## src/rtl/flash_led_pkg.sv

```systemverilog
package flash_led_pkg;

  localparam int FL_W   = 4;
  localparam int INH_W  = 3;
  localparam int MV_W   = 3;
  localparam int TMR_W  = 5;
  localparam int CUR_W  = 7;
  localparam int STEP_W = 5;

  typedef struct packed {
    logic [FL_W-1:0]  fl;
    logic [INH_W-1:0] inh;
    logic             mv_en;
    logic [MV_W-1:0]  mv;
    logic [TMR_W-1:0] tmr;
  } led_cfg_t;

  function automatic logic [CUR_W-1:0] flash_level(input logic [FL_W-1:0] c);
    if (c >= FL_W'(14)) return CUR_W'(75);
    return CUR_W'(5 * (int'(c) + 1));
  endfunction

  function automatic logic [CUR_W-1:0] inh_level(input logic [INH_W-1:0] c);
    if (c == INH_W'(7)) return CUR_W'(35);
    return CUR_W'(5 * (int'(c) + 1));
  endfunction

  function automatic logic [CUR_W-1:0] movie_level(input logic [MV_W-1:0] c);
    if (c >= MV_W'(6)) return CUR_W'(15);
    return CUR_W'(2 * (int'(c) + 1));
  endfunction

  function automatic logic [STEP_W-1:0] tmr_steps(input logic [TMR_W-1:0] c);
    if (c >= TMR_W'(18)) return STEP_W'(20);
    return STEP_W'(int'(c) + 2);
  endfunction

endpackage

```

## src/rtl/flash_cfg_regs.sv

```systemverilog
module flash_cfg_regs
  import flash_led_pkg::*;
(
  input  logic             clk,
  input  logic             rst_n,
  input  logic             wr_en,
  input  logic [1:0]       wr_addr,
  input  logic [TMR_W-1:0] wr_data,
  output led_cfg_t         cfg
);

  led_cfg_t cfg_q, cfg_d;

  always_comb begin
    cfg_d = cfg_q;
    if (wr_en) begin
      unique case (wr_addr)
        2'd0: cfg_d.fl    = wr_data[FL_W-1:0];
        2'd1: cfg_d.inh   = wr_data[INH_W-1:0];
        2'd2: begin
          cfg_d.mv_en = wr_data[MV_W];
          cfg_d.mv    = wr_data[MV_W-1:0];
        end
        default: cfg_d.tmr = wr_data;
      endcase
    end
  end

  always_ff @(posedge clk or negedge rst_n) begin
    if (!rst_n) cfg_q <= '0;
    else        cfg_q <= cfg_d;
  end

  assign cfg = cfg_q;

endmodule

```

## src/rtl/flash_timer.sv

```systemverilog
module flash_timer
  import flash_led_pkg::*;
#(
  parameter int STEP_CYCLES = 150000
) (
  input  logic              clk,
  input  logic              rst_n,
  input  logic              start,
  input  logic              abort,
  input  logic [STEP_W-1:0] steps,
  output logic              active
);

  localparam int PRE_W = (STEP_CYCLES > 2) ? $clog2(STEP_CYCLES) : 1;
  localparam logic [PRE_W-1:0] PRE_LAST = PRE_W'(STEP_CYCLES - 1);

  logic              act_q, act_d;
  logic [PRE_W-1:0]  pre_q, pre_d;
  logic [STEP_W-1:0] stp_q, stp_d;

  always_comb begin
    act_d = act_q;
    pre_d = pre_q;
    stp_d = stp_q;
    if (abort) begin
      act_d = 1'b0;
    end else if (!act_q && start) begin
      act_d = 1'b1;
      pre_d = '0;
      stp_d = steps;
    end else if (act_q) begin
      if (pre_q == PRE_LAST) begin
        pre_d = '0;
        if (stp_q == STEP_W'(1)) act_d = 1'b0;
        else                     stp_d = stp_q - STEP_W'(1);
      end else begin
        pre_d = pre_q + PRE_W'(1);
      end
    end
  end

  always_ff @(posedge clk or negedge rst_n) begin
    if (!rst_n) begin
      act_q <= 1'b0;
      pre_q <= '0;
      stp_q <= '0;
    end else begin
      act_q <= act_d;
      pre_q <= pre_d;
      stp_q <= stp_d;
    end
  end

  assign active = act_q;

endmodule

```

## src/rtl/flash_cur_sel.sv

```systemverilog
module flash_cur_sel
  import flash_led_pkg::*;
(
  input  led_cfg_t         cfg,
  input  logic             flashing,
  input  logic             reduce,
  input  logic             dead,
  output logic [CUR_W-1:0] level,
  output logic             mv_drive
);

  always_comb begin
    level    = '0;
    mv_drive = 1'b0;
    if (dead) begin
      level = '0;
    end else if (flashing) begin
      level = reduce ? inh_level(cfg.inh) : flash_level(cfg.fl);
    end else if (cfg.mv_en) begin
      level    = movie_level(cfg.mv);
      mv_drive = 1'b1;
    end
  end

endmodule

```

## src/rtl/flash_led_ctrl.sv

```systemverilog
module flash_led_ctrl
  import flash_led_pkg::*;
#(
  parameter int NUM_CH      = 2,
  parameter int STEP_CYCLES = 150000
) (
  input  logic              clk,
  input  logic              rst_n,
  input  logic              wr_en,
  input  logic [1:0]        wr_addr,
  input  logic [4:0]        wr_data,
  input  logic              flash_trig,
  input  logic              flash_inh,
  input  logic              low_batt,
  input  logic              led_fault,
  output logic [6:0]        i_set,
  output logic [NUM_CH-1:0] ch_en,
  output logic              flash_evt,
  output logic              movie_evt,
  output logic              tmr_run
);

  led_cfg_t   cfg;
  logic       trig_q;
  logic       fault_q, fault_d;
  logic       start, abort, active, mv_drive;
  logic [CUR_W-1:0] level;

  flash_cfg_regs u_regs (
    .clk     (clk),
    .rst_n   (rst_n),
    .wr_en   (wr_en),
    .wr_addr (wr_addr),
    .wr_data (wr_data),
    .cfg     (cfg)
  );

  assign fault_d = fault_q | led_fault;
  assign abort   = fault_d;
  assign start   = flash_trig & ~trig_q;

  always_ff @(posedge clk or negedge rst_n) begin
    if (!rst_n) begin
      trig_q  <= 1'b0;
      fault_q <= 1'b0;
    end else begin
      trig_q  <= flash_trig;
      fault_q <= fault_d;
    end
  end

  flash_timer #(.STEP_CYCLES(STEP_CYCLES)) u_timer (
    .clk    (clk),
    .rst_n  (rst_n),
    .start  (start),
    .abort  (abort),
    .steps  (tmr_steps(cfg.tmr)),
    .active (active)
  );

  flash_cur_sel u_sel (
    .cfg      (cfg),
    .flashing (active),
    .reduce   (flash_inh | low_batt),
    .dead     (fault_q),
    .level    (level),
    .mv_drive (mv_drive)
  );

  assign i_set     = level;
  assign flash_evt = active;
  assign tmr_run   = active;
  assign movie_evt = mv_drive;

  for (genvar g = 0; g < NUM_CH; g++) begin : g_ch
    assign ch_en[g] = (level != '0);
  end

endmodule

```

## config.mk

```make
export PLATFORM = sky130hd
export DESIGN_NAME = flash_led_ctrl
export DESIGN_NICKNAME = d
export VERILOG_FILES = /design/src/rtl/flash_led_pkg.sv /design/src/rtl/flash_cfg_regs.sv /design/src/rtl/flash_timer.sv /design/src/rtl/flash_cur_sel.sv /design/src/rtl/flash_led_ctrl.sv
export SDC_FILE = /design/constraint.sdc
export NUM_CORES = 1
export LEC_CHECK = 0
export BUFFER_PORTS_ARGS = -buffer_cell sky130_fd_sc_hd__buf_2
export CAP_MARGIN = 20
export CORE_MARGIN = 4
export CORE_UTILIZATION = 59
export CTS_CLUSTER_DIAMETER = 80
export DETAILED_ROUTE_END_ITERATION = 8
export PLACE_DENSITY = 0.78
export SLEW_MARGIN = 15
export SYNTH_ARGS = -nofsm -noshare
export SYNTH_HDL_FRONTEND = slang
export SYNTH_SLANG_ARGS = --single-unit
```

## constraint.sdc

```tcl
create_clock -name clk -period 3.23 [get_ports clk]
set_input_delay 0.323 -clock clk [delete_from_list [all_inputs] [get_ports clk]]
set_output_delay 0.323 -clock clk [all_outputs]
set_load 0.005 [all_outputs]
```

* Yosys cells after proc, flatten, opt, wreduce, memory -nomap -nowiden
Cells that the tools add are included.
Widths: inputs -> output; s select.
** Storage, ports and cells
- Register bits after elaboration :: 42
- Logic and storage cells :: 84
- Output and inout bits :: 12
** Cells by class
- Bitwise gates (word level) :: 6
- Order comparisons :: 3
- Mux-type cells :: 38
- $mul :: 2
- Reduce and logical (&&, ||, !) cells :: 13
- Equal/unequal tests :: 6
- Add/sub/neg operators :: 6
** Operator list (number)
- $mux 7 :: 10
- $mul 4x32->7 const A :: 2
- $mux 18 :: 3
- $mux 5 :: 6
- $mux 1 :: 19
- $add 18x1->18 const B :: 1
- $eq 18x18->1 const B :: 1
- $reduce_and 2->1 :: 5
- $add 3x1->4 const B :: 2
- $reduce_bool 7->1 :: 1
- $add 4x1->5 const B :: 1
- $add 5x2->5 const B :: 1
- $eq 5x1->1 const B :: 1
- $ge 5x5->1 const B :: 1
- $sub 5x1->5 const B :: 1
- $ge 4x4->1 const B :: 1
- $reduce_and 4->1 :: 1
- $reduce_bool 2->1 :: 2
- $eq 3x3->1 const B :: 1
- $ge 3x3->1 const B :: 1
- $not 1->1 :: 3
- $reduce_or 3->1 :: 1
- $eq 2x1->1 const B :: 1
- $eq 2x2->1 const B :: 1
- other kinds (6) :: 7

* Logic depth before layout (Yosys ltp)
Gate-level depths: netlist (run 1).
- Depth after elaboration :: 10
- Mapped depth :: 11
- Mapped depth without buffers :: 10

* By module
Synthesis (run 1) repeated with hierarchy kept, for this count alone.
** Second synthesis, totals
- Cells, all modules :: 289
- Area total of the unflattened synthesis :: 2791.4 um^2
** By module, submodules not included
- flash_timer :: cells each 162, area each 1412.6 um^2, times used 1, sequential area each 600.6 um^2
- flash_cfg_regs :: cells each 36, area each 619.3 um^2, times used 1, sequential area each 400.4 um^2
- flash_cur_sel :: cells each 69, area each 563.0 um^2, times used 1, sequential area each 0.0 um^2
- flash_led_ctrl :: cells each 22, area each 196.4 um^2, times used 1, sequential area each 50.0 um^2

* Worst setup path before layout (run 1)
No wires, ideal clock.
- Kind :: reg2out
- Start :: register u_regs.cfg_q, in the netlist u_regs.cfg[12]
- End :: output port ch_en[1]
- Path slack :: 0.149 ns
- Cell stages (with the launch flop) :: 11
- Data arrival time :: 2.758 ns
- Cells stage by stage :: dfrtp_1 ha_1 and3_1 ha_1 ha_1 a21o_1 a21oi_1 xnor2_1 o221a_1 or4_1 buf_4
** Between the ends
- Cells in the longest elaborated chain, start to end :: 9
- Elaborated cells on any way between the ends :: 11
** RTL lines
- start: declaration :: line flash_cfg_regs.sv:12 : led_cfg_t cfg_q, cfg_d;
- start signal: assignment :: line flash_cfg_regs.sv:31 : else cfg_q <= cfg_d;
- parallel branches: the longest is 4 deep, another holds $mul 4x32->7
- $mux 7 (*) :: line flash_led_pkg.sv:20 : return CUR_W'(5 * (int'(c) + 1));
- $mux 7 (*) :: line flash_cur_sel.sv:18 : level = reduce ? inh_level(cfg.inh) : flash_level(cfg.fl);
- $mux 7 (*) :: line flash_cur_sel.sv:17 : end else if (flashing) begin
- $mux 7 (*) :: line flash_cur_sel.sv:15 : if (dead) begin
- named net i_set[6] :: line flash_led_ctrl.sv:16 : output logic [6:0] i_set,
- $reduce_bool 7->1 (*)
- end: declaration :: line flash_led_ctrl.sv:17 : output logic [NUM_CH-1:0] ch_en,
Mark *: on every way through the listed nets, which the timed path passes. The select of a mux whose other input is x is not followed.

* Worst setup path in the final report (run 1)
- Start :: register u_regs.cfg_q, in the netlist u_regs.cfg[13]
- End :: output port ch_en[1]
** Between the ends
- Cells in the longest elaborated chain, start to end :: 9
- Elaborated cells on any way between the ends :: 11
** RTL lines
- parallel branches: the longest is 4 deep, another holds $mul 4x32->7
- $mux 7 (*) :: line flash_led_pkg.sv:20
- $mux 7 (*) :: line flash_cur_sel.sv:18
- $mux 7 (*) :: line flash_cur_sel.sv:17
- $mux 7 (*) :: line flash_cur_sel.sv:15
- $reduce_bool 7->1 (*) :: line flash_led_ctrl.sv:76 : assign ch_en[g] = (level != '0);
Mark *: on every way between the ends. The select of a mux whose other input is x is not followed.

==> results of run 1 <==
## power by group through the flow
stage | clock network [mW] | registers [mW] | logic [mW]
2_1_floorplan | 0 | 0.621 | 0.254
3_3_place_gp | 0 | 0.636 | 0.322
3_5_place_dp | 0 | 0.638 | 0.331
4_1_cts | 0.367 | 0.631 | 0.378
5_1_grt | 0.401 | 0.648 | 0.532
6_report | 0.368 | 0.641 | 0.477
## registers in the layout (all words and copies together) (netlist names)
name            cells
fault_q             1
u_timer.stp_q       5
u_regs.cfg         16
u_timer.pre_q      18
trig_q              1
u_timer.active      1
## synthesized netlist by cell type, drive strengths merged (4+ instances only)
cell type	number
ha	21
dfrtp	42
nor3	8
buf	4
xor2	4
nor2	28
a21oi	7
nand2b	6
xnor2	14
inv	16
o21ai	16
nand2	23
nand3	11
and3	4
a31oi	5
mux2	16
## logic make-up after synthesis
logic type / synth area share
DFF: 0.396
and+or+nand+nor: 0.213
adders and majority gates: 0.106
buffers and inverters: 0.0320
muxes: 0.0678
xor gates and xnor gates: 0.0593
AOI/OAI and AO/OA: 0.126
## timing repair
action | in CTS | in global routing
resized for setup | 13 | 20
setup endpoints to repair | 2 | 2
buffers inserted | 2 | 4
endpoints found under the hold margin | 0 | 0
pin swaps | 8 | 15
## path summary, 6_finish.rpt
kind | cells after the start | to | slack [ns] | start
min | 1 | u_regs.cfg[9]$_DFFE_PN0P_ | 0.13 | rst_n
min in group clk | 1 | trig_q$_DFF_PN0_ | 0.13 | flash_trig
min reg2reg | 1 | u_timer.pre_q[8]$_DFFE_PN0P_ | 0.49 | u_timer.pre_q[8]$_DFFE_PN0P_
max in group asynchronous | 1 | u_regs.cfg[14]$_DFFE_PN0P_ | 2.48 | rst_n
max | 10 | ch_en[1] | -0.13 | u_regs.cfg[13]$_DFFE_PN0P_
max reg2reg | 5 | u_timer.pre_q[10]$_DFFE_PN0P_ | 1.11 | u_timer.pre_q[15]$_DFFE_PN0P_
## worst max-delay path: cells and delay by family (launching register included)
| family | cells | cell delay (ns) |
|---|---|---|
| flip-flops | 1 | 0.48 |
| buffers and inverters | 1 | 0.13 |
| XOR/XNOR | 2 | 0.39 |
| AND/OR/NAND/NOR | 3 | 0.72 |
| AO/OA/AOI/OAI | 1 | 0.17 |
| adder cells (fa/ha/maj) | 3 | 0.81 |
## final cells by class
cell class / instances / area, um^2 / area share
multi-input combinational: 213 / 1680 / 0.535
sequential: 42 / 1050 / 0.336
timing repair buffer: 31 / 183 / 0.0582
clock buffer: 5 / 68.8 / 0.0219
tap: 52 / 65.1 / 0.0207
inverter: 16 / 62.6 / 0.0199
clock inverter: 3 / 25.0 / 0.00797
## routing by layer
| metal | GRT usage | vias to the layer above | wire, um |
|---|---|---|---|
| met1 | 0.275 | 1006 | 2640 |
| met3 | 0.0748 | 14 | 370 |
| met4 | 0.0632 | 0 | 145 |
| met5 | 0 | - | 0 |
| li1 | - | 1058 | - |
| met2 | 0.360 | 70 | 2850 |
## stage by stage
step	total power [mW]	cells
detailed placement	0.969	348
global route	1.58	362
finish	1.49	362
global placement	0.959	348
floorplan	0.875	275
CTS	1.38	358
==> flow_metrics.env, run 1 <==
export IMPL_grt_max_degree=43
export IMPL_synth_distinct_cells=52
export IMPL_path_class="reg2out"
export IMPL_setup_viol=2
export IMPL_final_hold_viol_count=0
export IMPL_power_share_switching=0.342
export IMPL_ir_worst_vdd_v=0.000334
export IMPL_place_hpwl_um=3880
export IMPL_max_freq_mhz=298
export IMPL_violations="negative setup slack"
export IMPL_cp_required_ns=2.91
export IMPL_synth_area_leaders="dfrtp_1, ha_1, mux2_2"
export IMPL_netlist_area_mm2=0.00266
export IMPL_fin_nets=345
export IMPL_p_clk_frac=0.248
export IMPL_maxCapViolCount=0
export IMPL_io_buffers=25
export IMPL_fin_crit_ns=3.36
export IMPL_tritoncts="done"
export IMPL_maxSlewViolCount=0
export IMPL_synth_seq_cells=42
export IMPL_async_reset_ff_frac=1.00
export IMPL_fin_util=0.721
export IMPL_grt_pass1_wl_um=9230
export IMPL_endpoint_kind="output pin"
export IMPL_fin_area_mm2=0.00314
export IMPL_core_area_mm2=0.00435
export IMPL_power_switching_mw=0.508
export IMPL_synth_edff_count=0
export IMPL_layout_commonest_cell="dfrtp_1"
export IMPL_yosysTopAreaCell="dfrtp_1"
export IMPL_first_global_vias=1997
export IMPL_grt_overflow=0
export IMPL_slowest_stage="or4_4"
export IMPL_h_tree_depth=2
export IMPL_pre_cts_ws_ns=0.0480
export IMPL_cp_start_kind="flop"
export IMPL_cts_sinks=42
export IMPL_die_area_mm2=0.00564
export IMPL_p_seq_frac=0.432
export IMPL_drt_iter0_drc=110
export IMPL_antenna_found_initial=0
export IMPL_hold_worst_slack_ns=0.127
export IMPL_arrival_ns=3.03
export IMPL_cts_root_buf="clkbuf_8"
export IMPL_n_fill_cell=301
export IMPL_cts_inserted_buffers=5
export IMPL_slew_limit_headroom=0.391
export IMPL_status="finished with violations"
export IMPL_cp_max_fo=5
export IMPL_worst_slack_ns=-0.125
export IMPL_yosys_warnings=0
export IMPL_drive_gt1_frac=0.258
export IMPL_synth_flop_cell="dfrtp_1"
export IMPL_finClkSkew_ns=0.0162
export IMPL_ios=26
export IMPL_antenna_cells=0
export IMPL_holdBufCountCts=0
export IMPL_pwr_share_comb=0.321
export IMPL_avgRoutedWirePerCell_um=16.6
export IMPL_clk_path_buf_depth=2
export IMPL_vias=2148
export IMPL_vias_per_cell=5.93
export IMPL_syn_area_per_cell_um2=9.66
export IMPL_p_int_mw=0.978
export IMPL_drcViolationCount=0
export IMPL_place_congestion=0.830
export IMPL_drtPass1Iterations=5
export IMPL_final_cell_mix="dfrtp_1, nor2_1, nand2_1, buf_2, mux2_2"
export IMPL_min_period_over_period=1.04
export IMPL_yosysSeqAreaShare=0.396
export IMPL_area_growth_pct=18.2
export IMPL_powerDensity_mw_per_mm2=473
export IMPL_cpMostUsedCell="ha_4"
export IMPL_cp_cell_sequence="nand3_4, xnor2_4, ha_4, ha_4, fa_2, xor2_2, a32oi_1, nor2_1, or4_4, buf_6"
export IMPL_grt_util_all_layers=0.219
export IMPL_path_clk_slew_ns=0.10
export IMPL_ant_nets=0
export IMPL_syn_inst=275
export IMPL_min_path_type="in2async"
export IMPL_row_count=24
export IMPL_insertion_delay_ns=0.32
export IMPL_leakage_nw=1.38
export IMPL_start_util=0.610
export IMPL_slowest_delay_ns=0.50
export IMPL_die_h_um=75.1
export IMPL_placed_area_mm2=0.00282
export IMPL_syn_nets=311
export IMPL_rsz0062_at_grt="yes"
export IMPL_routed_wl_um=6010
export IMPL_die_w_um=75.1
export IMPL_synth_top_area_share=0.396
export IMPL_fin_setup_tns_ns=-0.249
export IMPL_worst_pin_slew_ns=0.914
Power figures use the tool's default switching activity.
==> run 2: changes to the inputs <==
CORE_UTILIZATION = 60   (was 59)
SYNTH_HIERARCHICAL = 1   (was default)
==> flow_metrics.env, run 2 <==
export IMPL_status="finished clean"
export IMPL_cp_required_ns=2.91
export IMPL_io_buffers=25
export IMPL_cp_cell_sequence="ha_2, and3_1, ha_4, ha_1, a21o_1, a21oi_1, xor2_1, a221oi_2, nor4_1, nand2_1, buf_2"
export IMPL_worst_slack_ns=0.149
export IMPL_antenna_cells=0
export IMPL_r2r_end="u_timer/pre_q[17]$_DFFE_PN0P_"
export IMPL_yosys_warnings=6
export IMPL_clk_path_buf_depth=2
export IMPL_h_tree_depth=2
export IMPL_grt_overflow=0
export IMPL_area_growth_pct=10.2
export IMPL_yosysSeqAreaShare=0.377
export IMPL_synth_edff_count=0
export IMPL_wl_met1_um=2720
export IMPL_largest_reg_flops=18
export IMPL_pre_cts_ws_ns=0.336
export IMPL_vias_per_cell=6.12
export IMPL_routed_wl_um=5690
export IMPL_top_register="u_timer/pre_q"
export IMPL_cts_inserted_buffers=5
export IMPL_reg2regPathDepth=6
export IMPL_endpoint="ch_en[0]"
export IMPL_fin_area_mm2=0.00308
export IMPL_worst_pin_slew_ns=0.920
export IMPL_cts_sinks=42
export IMPL_slowest_delay_ns=0.45
export IMPL_fin_util=0.697
export IMPL_max_freq_mhz=325
export IMPL_synth_top_area_share=0.377
export IMPL_tritoncts="done"
export IMPL_syn_nets=326
export IMPL_slew_limit_headroom=0.386
export IMPL_path_clk_slew_ns=0.07
export IMPL_holdBufCountCts=0
export IMPL_pwr_share_comb=0.297
export IMPL_core_area_mm2=0.00441
export IMPL_die_w_um=76.2
export IMPL_vias=2221
export IMPL_dr_wl_met3_um=291
export IMPL_cp_depth=11
export IMPL_power_share_switching=0.315
export IMPL_drive_gt1_frac=0.241
export IMPL_maxSlewViolCount=0
export IMPL_yosysTopAreaCell="dfrtp_1"
export IMPL_n_fill_cell=352
export IMPL_grt_util_all_layers=0.212
export IMPL_dp_cells=356
export IMPL_place_congestion=0.895
export IMPL_p_seq_frac=0.463
export IMPL_ir_worst_vdd_v=0.000339
export IMPL_placed_area_mm2=0.00293
export IMPL_endpoint_kind="output pin"
export IMPL_grt_pass1_wl_um=10400
export IMPL_synth_top_cells_by_count="dfrtp_1, nor2_1, ha_1"
export IMPL_total_power_mw=1.38
export IMPL_wl_met2_um=2600
export IMPL_final_hold_viol_count=0
export IMPL_maxCapViolCount=0
export IMPL_power_switching_mw=0.433
export IMPL_finalNonFillerCells=363
export IMPL_timing_rr_start="fault_q$_DFF_PN0_"
export IMPL_netlist_area_mm2=0.00279
export IMPL_arrival_ns=2.76
export IMPL_drcViolationCount=0
export IMPL_finClkSkew_ns=0.00986
export IMPL_die_h_um=76.2
export IMPL_fin_crit_ns=3.08
export IMPL_syn_area_per_cell_um2=9.66
export IMPL_synth_area_leaders="dfrtp_1, ha_1, mux2_2"
export IMPL_fin_nets=349
export IMPL_drtPass1Iterations=5
export IMPL_fin_setup_tns_ns=0
export IMPL_hold_worst_slack_ns=0.148
export IMPL_cp_start_kind="flop"
export IMPL_final_cell_mix="dfrtp_1, nor2_1, buf_2"
export IMPL_synth_flop_cell="dfrtp_1"
export IMPL_synth_seq_cells=42
export IMPL_antenna_found_initial=0
export IMPL_min_period_over_period=0.954
export IMPL_slowest_stage="dfrtp_2"
export IMPL_async_reset_ff_frac=1.00
export IMPL_crit_family="adder cells"
export IMPL_setup_viol=0
export IMPL_yosysMostFrequentCell="dfrtp_1"
export IMPL_ant_nets=0
export IMPL_p_clk_frac=0.240
export IMPL_layout_commonest_cell="dfrtp_1"
export IMPL_crit_buf_inv=1
export IMPL_reg2reg_slack_ns=0.92
export IMPL_leakage_nw=1.33
export IMPL_path_class="reg2out"
export IMPL_syn_inst=289
export IMPL_avgRoutedWirePerCell_um=15.7
export IMPL_cp_max_fo=5
export IMPL_cts_root_buf="clkbuf_8"
export IMPL_place_hpwl_um=4190
export IMPL_drt_iter0_drc=146
export IMPL_row_count=24
export IMPL_synth_distinct_cells=58
export IMPL_die_area_mm2=0.00581
export IMPL_powerDensity_mw_per_mm2=447
export IMPL_start_util=0.632
export IMPL_p_int_mw=0.943
export IMPL_ios=26
export IMPL_min_path_type="in2reg"
export IMPL_top_layer="met4"
export IMPL_insertion_delay_ns=0.29
export IMPL_first_global_vias=2247
export IMPL_critPathLaunch="u_regs/cfg[13]$_DFFE_PN0P_"
export IMPL_grt_max_degree=43
-- run 2: per-layer routing --
metal,track usage,vias up
met5,0,-
met4,0.0647,0
met3,0.0449,7
met2,0.330,56
met1,0.296,1064
li1,-,1094
-- run 2: timing repair --
| item | CTS | global route |
|---|---|---|
| setup endpoints to repair | 0 | 2 |
| hold endpoints to repair | 0 | 0 |
| resized for setup | 0 | 10 |
| buffers inserted | 0 | 1 |
-- run 2: how the worst min path moves through the flow --
stage          slack, ns  cells after the start       start                end
2_1_floorplan       0.03                      0       rst_n  fault_q$_DFF_PN0_
3_3_place_gp        0.44                      1  flash_trig   trig_q$_DFF_PN0_
3_5_place_dp        0.45                      1  flash_trig   trig_q$_DFF_PN0_
4_1_cts             0.14                      1  flash_trig   trig_q$_DFF_PN0_
5_1_grt             0.14                      1  flash_trig   trig_q$_DFF_PN0_
6_report            0.15                      1  flash_trig   trig_q$_DFF_PN0_
-- run 2: area by class of cell --
| class | instances | area [um^2] | share of cell area |
|---|---|---|---|
| multi-input combinational | 222 | 1690 | 0.548 |
| sequential | 42 | 1050 | 0.343 |
| tap | 52 | 65.1 | 0.0212 |
| timing repair buffer | 26 | 133 | 0.0431 |
| clock buffer | 6 | 82.6 | 0.0269 |
| inverter | 15 | 56.3 | 0.0183 |
-- run 2: kinds of logic after synthesis --
family          after synthesis  synth area share
flops                        42             0.377
simple gates                117             0.234
fa+ha+maj                    23             0.108
compound gates               49             0.124
buf+inv                      25            0.0385
mux                          16            0.0645
xor+xnor                     17            0.0533
-- run 2: power groups by stage --
| stage | logic, mW | registers (mW) | clock network, mW |
|---|---|---|---|
| final | 0.408 | 0.637 | 0.330 |
| after global routing | 0.461 | 0.648 | 0.367 |
| after CTS | 0.376 | 0.633 | 0.341 |
| after detailed placement | 0.373 | 0.644 | 0 |
| after global placement | 0.355 | 0.640 | 0 |
| after floorplan | 0.283 | 0.627 | 0 |
-- run 2: worst reg2reg max path, delay by kind of cell (launching register included) --
family / cells / cell delay (ns)
xor+xnor: 1 / 0.16
flops: 1 / 0.44
compound gates: 1 / 0.35
simple gates: 4 / 1.25
==> run 3: changes to the inputs <==
GPL_TIMING_DRIVEN = 0   (was default)
==> flow_metrics.env, run 3 (synthesis results as in run 2) <==
export IMPL_power_switching_mw=0.497
export IMPL_area_growth_pct=17.0
export IMPL_min_period_over_period=0.983
export IMPL_cpMostUsedCell="ha_2"
export IMPL_tritoncts="done"
export IMPL_grt_overflow=0
export IMPL_first_global_vias=2286
export IMPL_p_int_mw=0.991
export IMPL_ir_worst_vdd_v=0.000330
export IMPL_path_class="reg2out"
export IMPL_core_area_mm2=0.00441
export IMPL_maxCapViolCount=0
export IMPL_path_clk_slew_ns=0.08
export IMPL_timing_rr_start="fault_q$_DFF_PN0_"
export IMPL_antenna_found_initial=0
export IMPL_hold_depth=1
export IMPL_power_share_switching=0.334
export IMPL_pwr_share_comb=0.326
export IMPL_slowest_delay_ns=0.40
export IMPL_p_seq_frac=0.433
export IMPL_cts_inserted_buffers=5
export IMPL_final_hold_viol_count=0
export IMPL_grt_pass1_wl_um=10600
export IMPL_finClkSkew_ns=0.00366
export IMPL_die_area_mm2=0.00581
export IMPL_io_buffers=25
export IMPL_grt_util_all_layers=0.215
export IMPL_die_w_um=76.2
export IMPL_ant_nets=0
export IMPL_slowest_stage="dfrtp_1"
export IMPL_fin_crit_ns=3.18
export IMPL_h_tree_depth=2
export IMPL_slew_limit_headroom=0.378
export IMPL_grt_max_degree=43
export IMPL_cp_start_kind="flop"
export IMPL_worst_pin_slew_ns=0.932
export IMPL_clk_path_buf_depth=2
export IMPL_drtPass1Iterations=4
export IMPL_drt_iter0_drc=169
export IMPL_vias_per_cell=6.21
export IMPL_antenna_cells=0
export IMPL_cts_root_buf="clkbuf_8"
export IMPL_endpoint_kind="output pin"
export IMPL_maxSlewViolCount=0
export IMPL_min_path_type="in2reg"
export IMPL_row_count=24
export IMPL_die_h_um=76.2
export IMPL_crit_buf_inv=3
export IMPL_hold_worst_slack_ns=0.148
export IMPL_arrival_ns=2.85
export IMPL_setup_viol=0
export IMPL_powerDensity_mw_per_mm2=456
export IMPL_hp_start="flash_trig"
export IMPL_final_cell_mix="dfrtp_1, nor2_1, buf_2"
export IMPL_p_clk_frac=0.242
export IMPL_min_to="trig_q$_DFF_PN0_"
export IMPL_status="finished clean"
export IMPL_leakage_nw=1.39
export IMPL_fin_nets=363
export IMPL_total_power_mw=1.49
export IMPL_avgRoutedWirePerCell_um=16.7
export IMPL_drcViolationCount=0
export IMPL_reg2regPathDepth=7
export IMPL_start_util=0.632
export IMPL_place_congestion=0.870
export IMPL_r2r_end="u_timer/pre_q[17]$_DFFE_PN0P_"
export IMPL_cp_required_ns=2.91
export IMPL_insertion_delay_ns=0.29
export IMPL_cp_max_fo=3
export IMPL_cp_cell_sequence="ha_2, ha_4, ha_1, ha_2, inv_1, fa_1, xnor2_1, a211oi_2, nor4_2, nand2_1, buf_4, buf_2"
export IMPL_place_hpwl_um=4220
export IMPL_max_freq_mhz=315
export IMPL_largest_reg_flops=18
export IMPL_top_register="u_timer/pre_q"
export IMPL_rsz0062_at_grt="yes"
export IMPL_ios=26
export IMPL_drive_gt1_frac=0.306
export IMPL_crit_family="adder cells"
export IMPL_routed_wl_um=6330
export IMPL_vias=2353
export IMPL_reg2reg_slack_ns=1.08
export IMPL_layout_commonest_cell="dfrtp_1"
export IMPL_cts_sinks=42
-- run 3: power by group through the flow --
stage | logic (mW) | registers [mW] | clock network [mW]
2_1_floorplan | 0.283 | 0.627 | 0
3_3_place_gp | 0.362 | 0.637 | 0
3_5_place_dp | 0.376 | 0.642 | 0
4_1_cts | 0.429 | 0.634 | 0.364
5_1_grt | 0.545 | 0.651 | 0.394
6_report | 0.484 | 0.644 | 0.360
-- run 3: worst max path at each step --
stage / depth (start not counted) / startpoint / to
after floorplan: 12 / u_regs/cfg[12]$_DFFE_PN0P_ / ch_en[1]
after global placement: 13 / u_regs/cfg[12]$_DFFE_PN0P_ / ch_en[1]
after detailed placement: 13 / u_regs/cfg[12]$_DFFE_PN0P_ / ch_en[1]
after CTS: 13 / u_regs/cfg[9]$_DFFE_PN0P_ / ch_en[1]
after global routing: 12 / u_regs/cfg[9]$_DFFE_PN0P_ / ch_en[1]
final: 12 / u_regs/cfg[9]$_DFFE_PN0P_ / ch_en[1]
-- run 3: repair_timing --
action,CTS,global route
gates cloned,0,0
pin swaps,5,3
setup buffers,4,1
hold buffers,0,0
endpoints found under the setup margin,2,2
resized for setup,14,12
-- run 3: worst register-to-register path: stages, from the launching register on --
cell      delay, ns
dfrtp_1        0.45
or2_2          0.36
o21bai_2       0.25
or3_1          0.36
buf_2          0.17
nor4_1         0.25
xnor2_1        0.16
nor2_1         0.05
-- run 3: layout make-up --
type | instances | area [um^2]
inverters | 15 | 56.3
flip-flops and latches | 42 | 1050
clock inverters | 2 | 12.5
well taps | 52 | 65.1
clock buffers | 6 | 82.6
multi-input cells | 222 | 1780
repair buffers | 30 | 163
plain buffers | 10 | 51.3
fillers | 324 | 1150
-- run 3: metrics by stage --
stage	area, um^2	utilization	worst slack [ns]	setup TNS (ns)	instances
after floorplan	2790	-	0.452	0	289
after global placement	2980	0.675	0.241	0	366
after detailed placement	2980	0.675	0.179	0	366
after CTS	3170	0.718	0.0109	0	378
after global routing	3270	0.740	-0.143	-0.164	379
final	3270	0.740	0.0541	0	379
-- run 3: metal layers --
layer,routed length (um),GRT usage,part of all wire
met2,3070,0.353,0.48
met5,0,0,0
met3,328,0.0449,0.052
met4,90,0.0559,0.014
met1,2840,0.291,0.45
